**src/rtl/trap_pkg.sv**
```systemverilog
package trap_pkg;
  typedef enum logic [1:0] {
    PRIV_U = 2'd0,
    PRIV_S = 2'd1,
    PRIV_M = 2'd3
  } priv_e;

  typedef struct packed {
    logic       mprv;
    logic [1:0] mpp;
    logic       spp;
    logic       mpie;
    logic       spie;
    logic       upie;
    logic       mie;
    logic       sie;
    logic       uie;
  } status_t;

  localparam int STATUS_W = $bits(status_t);
  localparam int NLVL     = 3;
  localparam int LVL_U    = 0;
  localparam int LVL_S    = 1;
  localparam int LVL_M    = 2;

  function automatic logic [1:0] lvl_priv(input int lvl);
    case (lvl)
      LVL_U:   return PRIV_U;
      LVL_S:   return PRIV_S;
      default: return PRIV_M;
    endcase
  endfunction
endpackage

```
**src/rtl/trap_deleg.sv**
```systemverilog
module trap_deleg
  import trap_pkg::*;
#(
  parameter int CODE_W = 5,
  localparam int NCODE = 2 ** CODE_W
) (
  input  logic              irq_i,
  input  logic [CODE_W-1:0] code_i,
  input  logic [1:0]        cur_priv_i,
  input  logic [NCODE-1:0]  m_ideleg_i,
  input  logic [NCODE-1:0]  m_edeleg_i,
  input  logic [NCODE-1:0]  s_ideleg_i,
  input  logic [NCODE-1:0]  s_edeleg_i,
  output logic [1:0]        tgt_priv_o
);
  logic [NCODE-1:0] m_mask, s_mask;

  assign m_mask = irq_i ? m_ideleg_i : m_edeleg_i;
  assign s_mask = irq_i ? s_ideleg_i : s_edeleg_i;

  always_comb begin
    tgt_priv_o = PRIV_M;
    if (cur_priv_i != PRIV_M && m_mask[code_i]) tgt_priv_o = PRIV_S;
    if (cur_priv_i == PRIV_U && s_mask[code_i]) tgt_priv_o = PRIV_U;
  end
endmodule

```
**src/rtl/trap_vec.sv**
```systemverilog
module trap_vec #(
  parameter int XLEN   = 32,
  parameter int CODE_W = 5,
  parameter bit VEC_EN = 1'b1
) (
  input  logic              irq_i,
  input  logic [CODE_W-1:0] code_i,
  input  logic [XLEN-1:0]   tvec_i,
  output logic [XLEN-1:0]   addr_o
);
  logic [XLEN-1:0] base;

  assign base = {tvec_i[XLEN-1:2], 2'b00};

  generate
    if (VEC_EN) begin : g_vec
      logic [XLEN-1:0] ofs;
      assign ofs    = XLEN'(code_i) << 2;
      assign addr_o = (irq_i && tvec_i[1:0] == 2'b01) ? base + ofs : base;
    end else begin : g_direct
      logic unused_in;
      assign unused_in = irq_i ^ (^code_i);
      assign addr_o    = base;
    end
  endgenerate
endmodule

```
**src/rtl/trap_lvl_regs.sv**
```systemverilog
module trap_lvl_regs #(
  parameter int XLEN = 32
) (
  input  logic            clk_i,
  input  logic            rst_ni,
  input  logic            we_i,
  input  logic [XLEN-1:0] cause_d_i,
  input  logic [XLEN-1:0] epc_d_i,
  input  logic [XLEN-1:0] tval_d_i,
  output logic [XLEN-1:0] cause_o,
  output logic [XLEN-1:0] epc_o,
  output logic [XLEN-1:0] tval_o
);
  always_ff @(posedge clk_i or negedge rst_ni) begin
    if (!rst_ni) begin
      cause_o <= '0;
      epc_o   <= '0;
      tval_o  <= '0;
    end else if (we_i) begin
      cause_o <= cause_d_i;
      epc_o   <= epc_d_i;
      tval_o  <= tval_d_i;
    end
  end
endmodule

```
**src/rtl/trap_entry_ctrl.sv**
```systemverilog
module trap_entry_ctrl
  import trap_pkg::*;
#(
  parameter int              XLEN      = 32,
  parameter int              CODE_W    = 5,
  parameter logic [XLEN-1:0] RESET_VEC = 32'h0000_1000,
  parameter bit              VEC_EN    = 1'b1,
  localparam int             NCODE     = 2 ** CODE_W
) (
  input  logic                      clk_i,
  input  logic                      rst_ni,
  input  logic                      trap_req_i,
  input  logic                      trap_irq_i,
  input  logic [CODE_W-1:0]         trap_code_i,
  input  logic [XLEN-1:0]           trap_pc_i,
  input  logic [XLEN-1:0]           trap_val_i,
  input  logic [NCODE-1:0]          m_ideleg_i,
  input  logic [NCODE-1:0]          m_edeleg_i,
  input  logic [NCODE-1:0]          s_ideleg_i,
  input  logic [NCODE-1:0]          s_edeleg_i,
  input  logic [XLEN-1:0]           m_tvec_i,
  input  logic [XLEN-1:0]           s_tvec_i,
  input  logic [XLEN-1:0]           u_tvec_i,
  input  logic                      ctx_wr_i,
  input  logic [1:0]                ctx_priv_i,
  input  logic [STATUS_W-1:0]       ctx_status_i,
  output logic [1:0]                priv_o,
  output logic [STATUS_W-1:0]       status_o,
  output logic [NLVL-1:0][XLEN-1:0] cause_o,
  output logic [NLVL-1:0][XLEN-1:0] epc_o,
  output logic [NLVL-1:0][XLEN-1:0] tval_o,
  output logic                      redirect_o,
  output logic [XLEN-1:0]           next_pc_o
);
  logic [1:0]      priv_q, priv_n, tgt_priv, ctx_priv;
  status_t         st_q, st_n;
  logic [XLEN-1:0] tvec_sel, handler, cause_d;

  trap_deleg #(.CODE_W(CODE_W)) u_deleg (
    .irq_i      (trap_irq_i),
    .code_i     (trap_code_i),
    .cur_priv_i (priv_q),
    .m_ideleg_i (m_ideleg_i),
    .m_edeleg_i (m_edeleg_i),
    .s_ideleg_i (s_ideleg_i),
    .s_edeleg_i (s_edeleg_i),
    .tgt_priv_o (tgt_priv)
  );

  always_comb begin
    case (tgt_priv)
      PRIV_U:  tvec_sel = u_tvec_i;
      PRIV_S:  tvec_sel = s_tvec_i;
      default: tvec_sel = m_tvec_i;
    endcase
  end

  trap_vec #(.XLEN(XLEN), .CODE_W(CODE_W), .VEC_EN(VEC_EN)) u_vec (
    .irq_i  (trap_irq_i),
    .code_i (trap_code_i),
    .tvec_i (tvec_sel),
    .addr_o (handler)
  );

  assign cause_d = {trap_irq_i, (XLEN-1)'(trap_code_i)};

  generate
    for (genvar l = 0; l < NLVL; l++) begin : g_lvl
      logic we;
      assign we = trap_req_i && (tgt_priv == lvl_priv(l));
      trap_lvl_regs #(.XLEN(XLEN)) u_regs (
        .clk_i     (clk_i),
        .rst_ni    (rst_ni),
        .we_i      (we),
        .cause_d_i (cause_d),
        .epc_d_i   (trap_pc_i),
        .tval_d_i  (trap_val_i),
        .cause_o   (cause_o[l]),
        .epc_o     (epc_o[l]),
        .tval_o    (tval_o[l])
      );
    end
  endgenerate

  // reserved encoding 2 is folded onto machine
  assign ctx_priv = (ctx_priv_i == 2'b10) ? PRIV_M : ctx_priv_i;

  always_comb begin
    st_n   = st_q;
    priv_n = priv_q;
    if (ctx_wr_i) begin
      st_n   = status_t'(ctx_status_i);
      priv_n = ctx_priv;
    end
    if (trap_req_i) begin
      st_n   = st_q;
      priv_n = tgt_priv;
      case (tgt_priv)
        PRIV_U: begin
          st_n.upie = st_q.uie;
          st_n.uie  = 1'b0;
        end
        PRIV_S: begin
          st_n.spp  = priv_q[0];
          st_n.spie = st_q.sie;
          st_n.sie  = 1'b0;
        end
        default: begin
          st_n.mpp  = priv_q;
          st_n.mpie = st_q.mie;
          st_n.mie  = 1'b0;
        end
      endcase
    end
  end

  always_ff @(posedge clk_i or negedge rst_ni) begin
    if (!rst_ni) begin
      priv_q     <= PRIV_M;
      st_q       <= '0;
      redirect_o <= 1'b0;
      next_pc_o  <= RESET_VEC;
    end else begin
      priv_q     <= priv_n;
      st_q       <= st_n;
      redirect_o <= trap_req_i;
      if (trap_req_i) next_pc_o <= handler;
    end
  end

  assign priv_o   = priv_q;
  assign status_o = st_q;
endmodule

```
**config.mk**
```make
export PLATFORM = sky130hd
export DESIGN_NAME = trap_entry_ctrl
export DESIGN_NICKNAME = d
export VERILOG_FILES = /design/src/rtl/trap_pkg.sv /design/src/rtl/trap_deleg.sv /design/src/rtl/trap_vec.sv /design/src/rtl/trap_lvl_regs.sv /design/src/rtl/trap_entry_ctrl.sv
export SDC_FILE = /design/constraint.sdc
export NUM_CORES = 1
export LEC_CHECK = 0
export BUFFER_PORTS_ARGS = -buffer_cell sky130_fd_sc_hd__buf_2
export CORE_AREA = 2 2 247 249
export CTS_BUF_LIST = sky130_fd_sc_hd__clkbuf_8
export DETAILED_ROUTE_END_ITERATION = 8
export DIE_AREA = 0 0 249 251
export GPL_TIMING_DRIVEN = 1
export RECOVER_POWER = 50
export SLEW_MARGIN = 30
export SYNTH_ARGS = -nofsm -noshare
export SYNTH_HDL_FRONTEND = slang
export SYNTH_SLANG_ARGS = --single-unit
```
**constraint.sdc**
```tcl
create_clock -name clk_i -period 4.4 [get_ports clk_i]
set_input_delay 0.66 -clock clk_i [delete_from_list [all_inputs] [get_ports clk_i]]
set_output_delay 0.66 -clock clk_i [all_outputs]
set_load 0.05 [all_outputs]
```
==> results of run 1 <==
## per-stage QoR
step,TNS (ns),power [uW]
floorplan,-3.16,8070
global placement,-9.74,9700
detailed placement,-11.61,9790
CTS,0,12300
global route,-0.0330,12700
finish,0,12100
## flip-flops by register name, indices dropped and copies added (netlist names)
name and cells:
g_lvl.u_regs.cause_o 18, next_pc_o 30, status_o 10, g_lvl.u_regs.tval_o 96, priv_o 2, redirect_o 1
g_lvl.u_regs.epc_o 96
## path summary, 6_finish.rpt
path / start / to / slack (ns) / cells after the start
min in group asynchronous: rst_ni / g_lvl[0].u_regs.epc_o[14]$_DFFE_PN0P_ / 0.87 / 1
max in group asynchronous: rst_ni / next_pc_o[19]$_DFFE_PN0P_ / 0.66 / 2
min reg2reg: g_lvl[2].u_regs.cause_o[4]$_DFFE_PN0P_ / g_lvl[2].u_regs.cause_o[4]$_DFFE_PN0P_ / 0.48 / 2
min: trap_pc_i[25] / g_lvl[2].u_regs.epc_o[25]$_DFFE_PN0P_ / 0.32 / 2
max reg2reg: priv_o[0]$_DFFE_PN1P_ / next_pc_o[22]$_DFFE_PN0P_ / 0.46 / 21
max: trap_code_i[0] / next_pc_o[22]$_DFFE_PN0P_ / 0.11 / 26
## cell usage after synthesis (14+ instances only)
cell type	n
nor2_1	68
nand3_1	18
mux2i_1	38
xnor2_1	14
clkbuf_1	34
buf_4	82
a21oi_1	42
nand2_1	49
dfrtp_1	250
o22ai_1	17
mux2_2	210
mux4_2	25
o21ai_0	22
## layout by cell type, fill, tap and decap left out, types with 18 or more instances in the layout
master,netlist,routed
clkbuf_1,34,124
mux2i_1,38,34
o21ai_0,22,19
mux2_2,210,210
buf_2,13,435
dfrtp_1,250,250
nor2_1,68,67
inv_1,11,24
nand3_1,18,18
a21oi_1,42,40
clkbuf_8,0,60
conb_1,1,80
mux4_2,25,25
buf_4,82,106
nand2_1,49,44
## per-layer routing
metal	global-route usage	vias to the layer above
met5	0	-
met4	0.0625	4
met3	0.0487	83
met2	0.257	537
met1	0.169	5612
li1	-	5064
## logic make-up after synthesis
logic type      count (synthesis)
other cells                     1
compound gates                157
simple gates                  205
buf+inv                       149
mux                           273
xor+xnor                       23
fa+ha+maj                       6
flops                         253
## layout make-up
type	count	area [um^2]	area share
antenna	4	10.0	0.000548
multi-input combinational	744	6160	0.337
clock buffer	60	826	0.0452
tap	782	978	0.0536
clock inverter	22	169	0.00925
sequential	253	6330	0.347
inverter	11	41.3	0.00226
timing repair buffer	685	3750	0.205
## power groups by stage
stage               Clock, uW  Combinational, uW  Sequential, uW
floorplan                   0               1520            6560
global placement            0               6110            3590
detailed placement          0               6160            3630
CTS                      2500               6170            3620
global route             2600               6330            3730
finish                   2400               6060            3620
## what timing repair did
item                                    4_1_cts  5_1_grt
hold buffers                                  0        0
resized for setup                             0       40
endpoints found under the setup margin        0       18
buffers inserted                              0       19
==> reports/qor.csv, run 1 <==
metric,value,unit
main combinational cell family by area after synthesis,multiplexers,
Core ar.,0.0598,mm^2
ys flop type,dfrtp_1,
Startpoint Class,primary input,
Max IR drop VDD,0.000497,V
number of global-route vias before repair,11900,
violated checks,"max-capacitance violations, max-slew violations",
worst-margin pin slew,2.67,ns
I/O Buffers,562,
# nets final,2056,
number of vias per cell,4.41,
DRT antenna net count,0,
Crit. End Element,flip-flop,
RePlAce Congestion,0.936,
clk slew on worst S/H paths,0.06,ns
Power Internal,6060,uW
WL per Instance,19.1,um
Num CTS Buffers,45,
met3 wire length,4190,um
CP Class,primary input to flip-flop,
grt total ovfl,0,
CP Data Required Time,4.84,ns
"Largest stage delay, worst path",0.38,ns
CTS root buf,clkbuf_8,
placed cell count,2453,
Cells after Synth,1067,
Switching Share,0.498,
cell family with most CP delay,simple AND/OR/NAND/NOR gates,
power share of the clock group,0.199,
Vias,11300,
H-tree levels,2,
fillers,6213,
final setup violation count,0,
Synth Register Bits,253,
synth-to-layout area growth,41.0,%
Worst path most repeated cell,buf_4,
Final HPWL DP,38500,um
Rows,90,
max-cap check violation count,2,
Max Used Layer,met5,
Static Leak,0.00844,uW
dominant cell type by area after synthesis,dfrtp_1,
Sw Pwr,6020,uW
Clock Sinks,253,
Synth Area in Simple Gates,0.0787,
status,"finished, violations left",
Synth Area per Inst,12.1,um^2
Residual DRC,0,
CTS tree,yes,
Max clock buf depth,3,
Skew-Pair Late Insertion Delay,0.61,ns
Synth Area in Adders,0.00637,
first-pass GRT wire length,71900,um
DIE WIDTH,249,um
"Cell Area, Placed",0.0171,mm^2
post-route minimum period,4.29,ns
fin area,0.0183,mm^2
min-delay worst type,primary input to flip-flop,
Slew HR,-0.782,
met2 WL,24200,um
DR pass1 iterations,8,
synthesized cell area,0.0130,mm^2
PnR worst setup slack,0.110,ns
largest net degree at the start of global routing,110,
Fin Clk Skew,0.0146,ns
Worst Path Arrival,4.73,ns
FMAX,0.233,GHz
Initial Util,0.217,
Critical Path Slowest Stage Cell,fa_2,
multiplexer share of the synthesized area,0.255,
layout cells sized above 1,0.518,
DRT iter0 DRCs,422,
final design utilization,0.305,
Final Max Slew Viols,174,
final hold violation count,0,
Comb power frac,0.501,
period utilisation layout,0.975,
boundary pin count,643,
Synth top area share,0.483,
Critical Path Fanout Max,5,
"top cells by area, synth","dfrtp_1 (48%), mux2_2 (18%), buf_4 (4.8%)",
Post-synth EDFFs,0,
ys async rst share,1.00,
Hold WS,0.318,ns
Syn. warnings,0,
Netlist cell types,72,
total power per unit cell area,661,mW/mm^2
die area,0.0625,mm^2
post-route insts no fill,2561,
Setup Slack @ Placement,-0.654,ns
"Seq/Total Area, Yosys",0.489,
CP bufs+invs,7,
Die Y,251,um
initial antenna violation count,6,
drt total wl,48900,um
Post-Synth XOR/XNOR Area,0.0155,
Reg power frac,0.300,
met1 WL,18800,um
compound-cell area share of the yosys netlist,0.0817,
Overall Global Routing Usage,0.149,
No activity file was read; power rests on OpenSTA's default activity.
==> inputs of run 2 (changes only) <==
--- a/config.mk
+++ b/config.mk
@@ -6,12 +6,14 @@
 export NUM_CORES = 1
 export LEC_CHECK = 0
 export BUFFER_PORTS_ARGS = -buffer_cell sky130_fd_sc_hd__buf_2
+export CAP_MARGIN = 40
 export CORE_AREA = 2 2 247 249
 export CTS_BUF_LIST = sky130_fd_sc_hd__clkbuf_8
 export DETAILED_ROUTE_END_ITERATION = 8
 export DIE_AREA = 0 0 249 251
 export GPL_TIMING_DRIVEN = 1
 export RECOVER_POWER = 50
+export REMOVE_ABC_BUFFERS = 1
 export SLEW_MARGIN = 30
 export SYNTH_ARGS = -nofsm -noshare
 export SYNTH_HDL_FRONTEND = slang
==> reports/qor.csv, run 2 (same netlist as run 1, synthesis figures left out) <==
metric,value,unit,change
fillers,6222,,+0.14%
violated checks,"max-capacitance violations, max-slew violations",,
worst hold stages,2,,unchanged
most frequent cells in the layout,"buf_2 (436), dfrtp_1 (250), mux2_2 (210)",,
Clock Sinks,253,,unchanged
Setup TNS,0,ns,unchanged
Hold WS,0.312,ns,-0.00597 ns
final setup violation count,0,,unchanged
layout cells sized above 1,0.505,,-0.0132
Vias,11300,,+0.15%
CTS tree,yes,,
R2R depth,19,,-9.5%
clk slew on worst S/H paths,0.06,ns,about the same
Crit. End Element,flip-flop,,
r2r setup slk,0.39,ns,-0.07 ns
"commonest non-fill, non-tap cell in the layout",buf_2,,
drt total wl,48300,um,-1.2%
max-cap check violation count,1,,-1
Rows,90,,unchanged
Final Max Slew Viols,56,,-68%
FMAX,0.234,GHz,+0.60%
Die Y,251,um,unchanged
R2R Path End,next_pc_o[20]$_DFFE_PN0P_,,
period utilisation layout,0.969,,-0.00579
boundary pin count,643,,unchanged
Skew-Pair Late Insertion Delay,0.60,ns,about the same
Reg area,0.00633,mm^2,unchanged
Initial Util,0.217,,unchanged
Static Leak,0.00835,uW,-1.1%
launching point of the worst reg2reg path,priv_o[1]$_DFFE_PN1P_,,
DIE WIDTH,249,um,unchanged
CP Data Required Time,4.92,ns,+0.08 ns
DRT iter0 DRCs,458,,+8.5%
placed cell count,2439,,-0.57%
DRT antenna net count,0,,unchanged
worst-margin pin slew,3.00,ns,+0.322 ns
number of global-route vias before repair,11700,,-1.5%
post-route insts no fill,2540,,-0.82%
first-pass GRT wire length,71800,um,about the same
biggest regs,"g_lvl.u_regs.epc_o x96, g_lvl.u_regs.tval_o x96, next_pc_o x30",,
Num CTS Buffers,47,,+4.4%
status,"finished, violations left",,
WL per Instance,19.0,um,-0.37%
synth-to-layout area growth,39.6,%,
# nets final,2033,,-1.1%
die area,0.0625,mm^2,unchanged
Startpoint Class,primary input,,
CTS root buf,clkbuf_8,,
Residual DRC,0,,unchanged
final design utilization,0.303,,-0.00295
Hold EP,g_lvl[0].u_regs.epc_o[29]$_DFFE_PN0P_,,
Max IR drop VDD,0.000507,V,+2.0%
min-delay src,trap_pc_i[29],,
PnR worst setup slack,0.135,ns,+0.0255 ns
I/O Buffers,562,,unchanged
Setup Slack @ Placement,-0.698,ns,-0.0445 ns
Worst Path Arrival,4.78,ns,+0.05 ns
Overall Global Routing Usage,0.148,,-0.000491
grt total ovfl,0,,unchanged
Fin Clk Skew,0.0160,ns,+0.00144 ns
Slew HR,-0.997,,-0.215
initial antenna violation count,1,,-5
Final HPWL DP,37700,um,-2.2%
Core ar.,0.0598,mm^2,unchanged
RePlAce Congestion,0.974,,+4.1%
CP Class,primary input to flip-flop,,
H-tree levels,2,,unchanged
final hold violation count,0,,unchanged
Critical Path Fanout Max,8,,+3
DR pass1 iterations,5,,-3
post-route minimum period,4.26,ns,-0.0255 ns
area of the multi-input gates,0.00609,mm^2,-1.0%
number of vias per cell,4.46,,+0.98%
Max clock buf depth,3,,unchanged
min-delay worst type,primary input to flip-flop,,
largest net degree at the start of global routing,115,,+4.5%
total power per unit cell area,671,mW/mm^2,+1.5%
run 2: cell types whose count changed in the layout (fill, tap and decap cells not counted), sizes merged, moves of 2 or more:
cell	delta
buf	-28
clkinv	+5
clkbuf	-3
bufinv	+3
inv	+2
diode	-2
run 2: area by class of cell:
class,count,share of cell area
sequential,253,0.350
multi-input combinational,744,0.337
timing repair buffer,660,0.198
tap,782,0.0541
clock buffer,55,0.0418
clock inverter,33,0.0165
inverter,11,0.00228
antenna,2,0.000277
run 2: worst max-delay path by stage:
| stage | startpoint | endpoint | slack (ns) | cells past startpoint |
|---|---|---|---|---|
| floorplan | trap_code_i[0] | next_pc_o[31]$_DFFE_PN0P_ | -1.78 | 18 |
| finish | trap_code_i[0] | next_pc_o[20]$_DFFE_PN0P_ | 0.14 | 22 |
| CTS | trap_code_i[0] | next_pc_o[20]$_DFFE_PN0P_ | 0.01 | 23 |
| detailed placement | trap_irq_i | next_pc_o[20]$_DFFE_PN0P_ | -0.70 | 22 |
| global placement | trap_code_i[0] | next_pc_o[20]$_DFFE_PN0P_ | -0.56 | 22 |
| global route | trap_code_i[0] | next_pc_o[31]$_DFFE_PN0P_ | -0.009 | 22 |
run 2: metrics by stage:
| step | cell area (um^2) | total power [uW] |
|---|---|---|
| global placement | 17000 | 9650 |
| CTS | 18000 | 12400 |
| finish | 18100 | 12100 |
| global route | 18100 | 12700 |
| detailed placement | 17000 | 9740 |
| floorplan | 12300 | 7950 |
run 2: power breakdown:
| group | leakage [uW] | total, uW | internal [uW] | switching, uW |
|---|---|---|---|---|
| Sequential | 0.00297 | 3610 | 3170 | 447 |
| Clock | 0.000601 | 2530 | 1450 | 1080 |
| Combinational | 0.00478 | 6000 | 1510 | 4500 |
run 2: what timing repair did:
item / in CTS / in global routing
setup buffers: 0 / 8
hold buffers: 0 / 1
cloned: 0 / 1
endpoints found under the setup margin: 1 / 21
hold endpoints to repair: 0 / 54
gates resized for setup: 1 / 24
pin swaps: 0 / 6
run 2: worst max-delay path, stage by stage:
cell and delay [ns]:
clkbuf_4 0.15, buf_12 0.14, mux4_2 0.50, mux2i_2 0.20, a21boi_0 0.11, and4b_1 0.27, or2_4 0.28, nand2_2 0.09
o22ai_1 0.09, nor2_1 0.16, ha_2 0.20, inv_1 0.06, fa_2 0.34, nor2b_2 0.13, o21ai_0 0.09, nand2b_1 0.10
a21oi_1 0.09, nor2b_2 0.15, o21ai_2 0.07, or3_1 0.34, or3b_1 0.38, a31oi_1 0.18
run 2: per-layer routing:
layer  GRT usage  vias up  wire length (um)  part of all wire
li1            -     5042                 -                 -
met1       0.178     5647             19300              0.40
met2       0.254      534             23600              0.49
met3      0.0428       94              3810             0.079
met4      0.0506        0              1510             0.031
met5           0        -                 0                 0
==> inputs of run 3 (changes only) <==
--- a/config.mk
+++ b/config.mk
@@ -12,6 +12,7 @@
 export DETAILED_ROUTE_END_ITERATION = 8
 export DIE_AREA = 0 0 249 251
 export GPL_TIMING_DRIVEN = 1
+export PLACE_DENSITY_LB_ADDON = 0.25
 export RECOVER_POWER = 50
 export REMOVE_ABC_BUFFERS = 1
 export SLEW_MARGIN = 30
==> reports/qor.csv, run 3 (same netlist as run 1, synthesis figures left out) <==
metric,value,unit,change
"Critical Path, Cell by Cell",buf_6 -> buf_12 -> mux4_2 -> o22ai_1 -> a21oi_1 -> and4_4 -> o21ai_4 -> o22ai_2 -> nor2_2 -> ha_2 -> inv_1 -> fa_2 -> nor2b_2 -> o21ai_0 -> nand2b_1 -> a21oi_1 -> nor2b_1 -> o21ai_2 -> or3_1 -> or3b_1 -> a31oi_1,,
Hold WS,0.315,ns,+0.00289 ns
CP bufs+invs,3,,unchanged
violated checks,"max-capacitance violations, max-slew violations",,
CP Data Required Time,4.92,ns,about the same
Rows,90,,unchanged
number of vias per cell,4.39,,-1.6%
grt total ovfl,0,,unchanged
Clock Sinks,253,,unchanged
DRT antenna net count,0,,unchanged
Die Y,251,um,unchanged
fillers,6351,,+2.1%
Crit. End Element,flip-flop,,
number of global-route vias before repair,11500,,-1.9%
initial antenna violation count,5,,+4
total power per unit cell area,664,mW/mm^2,-1.0%
drt total wl,50700,um,+5.1%
clk slew on worst S/H paths,0.06,ns,about the same
FMAX,0.236,GHz,+0.45%
CP startpoint,trap_code_i[0],,
Final Max Slew Viols,43,,-23%
CP Class,primary input to flip-flop,,
Critical Path Sink,next_pc_o[20]$_DFFE_PN0P_,,
cell family with most CP delay,simple AND/OR/NAND/NOR gates,,
Worst Path Arrival,4.77,ns,about the same
synth-to-layout area growth,37.9,%,
R2R Path End,next_pc_o[20]$_DFFE_PN0P_,,
CTS tree,yes,,
Initial Util,0.217,,unchanged
placed cell count,2436,,-0.12%
DRT iter0 DRCs,504,,+10%
CP Depth,21,,-4.5%
min-delay worst type,primary input to flip-flop,,
H-tree levels,2,,unchanged
final design utilization,0.299,,-0.00362
CTS root buf,clkbuf_8,,
Startpoint Class,primary input,,
WL per Instance,20.1,um,+5.5%
Overall Global Routing Usage,0.157,,+0.00883
status,"finished, violations left",,
final hold violation count,0,,unchanged
Worst path most repeated cell,a21oi_1,,
Static Leak,0.00817,uW,-2.1%
period utilisation layout,0.965,,-0.00435
RePlAce Congestion,0.924,,-5.2%
layout cells sized above 1,0.485,,-0.0203
"commonest non-fill, non-tap cell in the layout",buf_2,,
Critical Path Slowest Stage Cell,mux4_2,,
Residual DRC,0,,unchanged
Pwr Total,11900,uW,-2.2%
# nets final,2028,,-0.25%
max-cap check violation count,1,,unchanged
first-pass GRT wire length,75100,um,+4.6%
worst-margin pin slew,2.41,ns,-0.590 ns
r2r setup slk,0.45,ns,+0.06 ns
Max IR drop VDD,0.000477,V,-5.9%
boundary pin count,643,,unchanged
Reg area,0.00633,mm^2,unchanged
Skew-Pair Late Insertion Delay,0.60,ns,about the same
area of the multi-input gates,0.00610,mm^2,about the same
Core ar.,0.0598,mm^2,unchanged
DIE WIDTH,249,um,unchanged
die area,0.0625,mm^2,unchanged
Vias,11100,,-1.9%
R2R depth,19,,unchanged
post-route minimum period,4.25,ns,-0.0191 ns
biggest regs,"g_lvl.u_regs.epc_o x96, g_lvl.u_regs.tval_o x96, next_pc_o x30",,
Critical Path Fanout Max,10,,+2
final setup violation count,0,,unchanged
Fin Clk Skew,0.0252,ns,+0.00921 ns
"Largest stage delay, worst path",0.50,ns,about the same
Num CTS Buffers,47,,unchanged
Slew HR,-0.603,,+0.393
largest net degree at the start of global routing,115,,unchanged
post-route insts no fill,2530,,-0.39%
launching point of the worst reg2reg path,priv_o[1]$_DFFE_PN1P_,,
DR pass1 iterations,5,,unchanged
Setup TNS,0,ns,unchanged
I/O Buffers,562,,unchanged
Final HPWL DP,39100,um,+3.7%
Max clock buf depth,3,,unchanged
most frequent cells in the layout,"buf_2 (405), dfrtp_1 (250), mux2_2 (210)",,
[run 3: cell count changes in the layout (fill, tap and decap cells not counted), moves of 3 or more]
cell | previous run | this run
buf_12 | 12 | 8
buf_2 | 436 | 405
buf_6 | 1 | 4
bufinv_16 | 5 | 0
clkbuf_1 | 126 | 156
clkbuf_8 | 55 | 59
clkinv_2 | 9 | 5
mux2i_1 | 36 | 32
mux2i_2 | 2 | 6
nor4_1 | 4 | 7
nor4_2 | 6 | 3
[run 3: how the worst min path moves through the flow]
stage                                                      start                                endpoint  slack (ns)  depth (start not counted)
after global routing                               trap_pc_i[12]   g_lvl[2].u_regs.epc_o[12]$_DFFE_PN0P_        0.26                          2
after detailed placement  g_lvl[1].u_regs.cause_o[2]$_DFFE_PN0P_  g_lvl[1].u_regs.cause_o[2]$_DFFE_PN0P_        0.46                          2
final                                              trap_val_i[8]   g_lvl[1].u_regs.tval_o[8]$_DFFE_PN0P_        0.31                          2
after CTS                                                 rst_ni   g_lvl[2].u_regs.epc_o[23]$_DFFE_PN0P_        0.11                          1
after global placement    g_lvl[0].u_regs.cause_o[1]$_DFFE_PN0P_  g_lvl[0].u_regs.cause_o[1]$_DFFE_PN0P_        0.46                          2
after floorplan                                           rst_ni  g_lvl[0].u_regs.cause_o[0]$_DFFE_PN0P_        0.36                          0
[run 3: power by group]
| part | leakage (uW) | internal (uW) | switching [uW] |
|---|---|---|---|
| Combinational | 0.00466 | 1490 | 4540 |
| Clock | 0.000542 | 1210 | 1040 |
| Sequential | 0.00297 | 3160 | 439 |
| Total | 0.00817 | 5860 | 6020 |
[run 3: stage by stage]
stage	cell area (um^2)	setup WS, ns
global route	17900	-0.0235
global placement	16900	-0.591
detailed placement	16900	-0.746
CTS	17900	0.00400
floorplan	12300	-1.78
finish	17900	0.154
[run 3: timing repair]
| action | 4_1_cts | 5_1_grt |
|---|---|---|
| setup buffers | 0 | 5 |
| gates cloned | 0 | 2 |
| pin swaps | 0 | 6 |
| endpoints found under the hold margin | 0 | 41 |
| resized for setup | 4 | 30 |
| setup endpoints to repair | 1 | 25 |
| hold buffers | 0 | 1 |
[run 3: per-layer routing]
metal	routed length [um]	GRT usage
met2	24900	0.267
met3	3610	0.0441
met5	26	0
met4	1150	0.0443
met1	21100	0.194
[run 3: cell type report]
cell class                      instances  share of cell area
Clock buffer                           59              0.0454
Clock inverter                         23             0.00630
Sequential cell                       253               0.354
Timing Repair Buffer                  655               0.195
Antenna cell                            3            0.000420
Inverter                               11             0.00231
Multi-Input combinational cell        744               0.341
Tap cell                              782              0.0547
[run 3: worst register-to-register path, cell delays in order (launching register included)]
cell	delay (ns)
dfstp_2	0.53
nand2_1	0.16
a21boi_0	0.18
and4b_1	0.22
or2_4	0.27
nand2_2	0.10
o22ai_2	0.09
nor2_2	0.14
ha_2	0.19
inv_1	0.05
fa_2	0.34
nor2b_2	0.12
o21ai_0	0.08
nand2b_1	0.10
a21oi_1	0.08
nor2b_1	0.18
o21ai_2	0.08
or3_1	0.40
or3b_1	0.39
a31oi_1	0.17
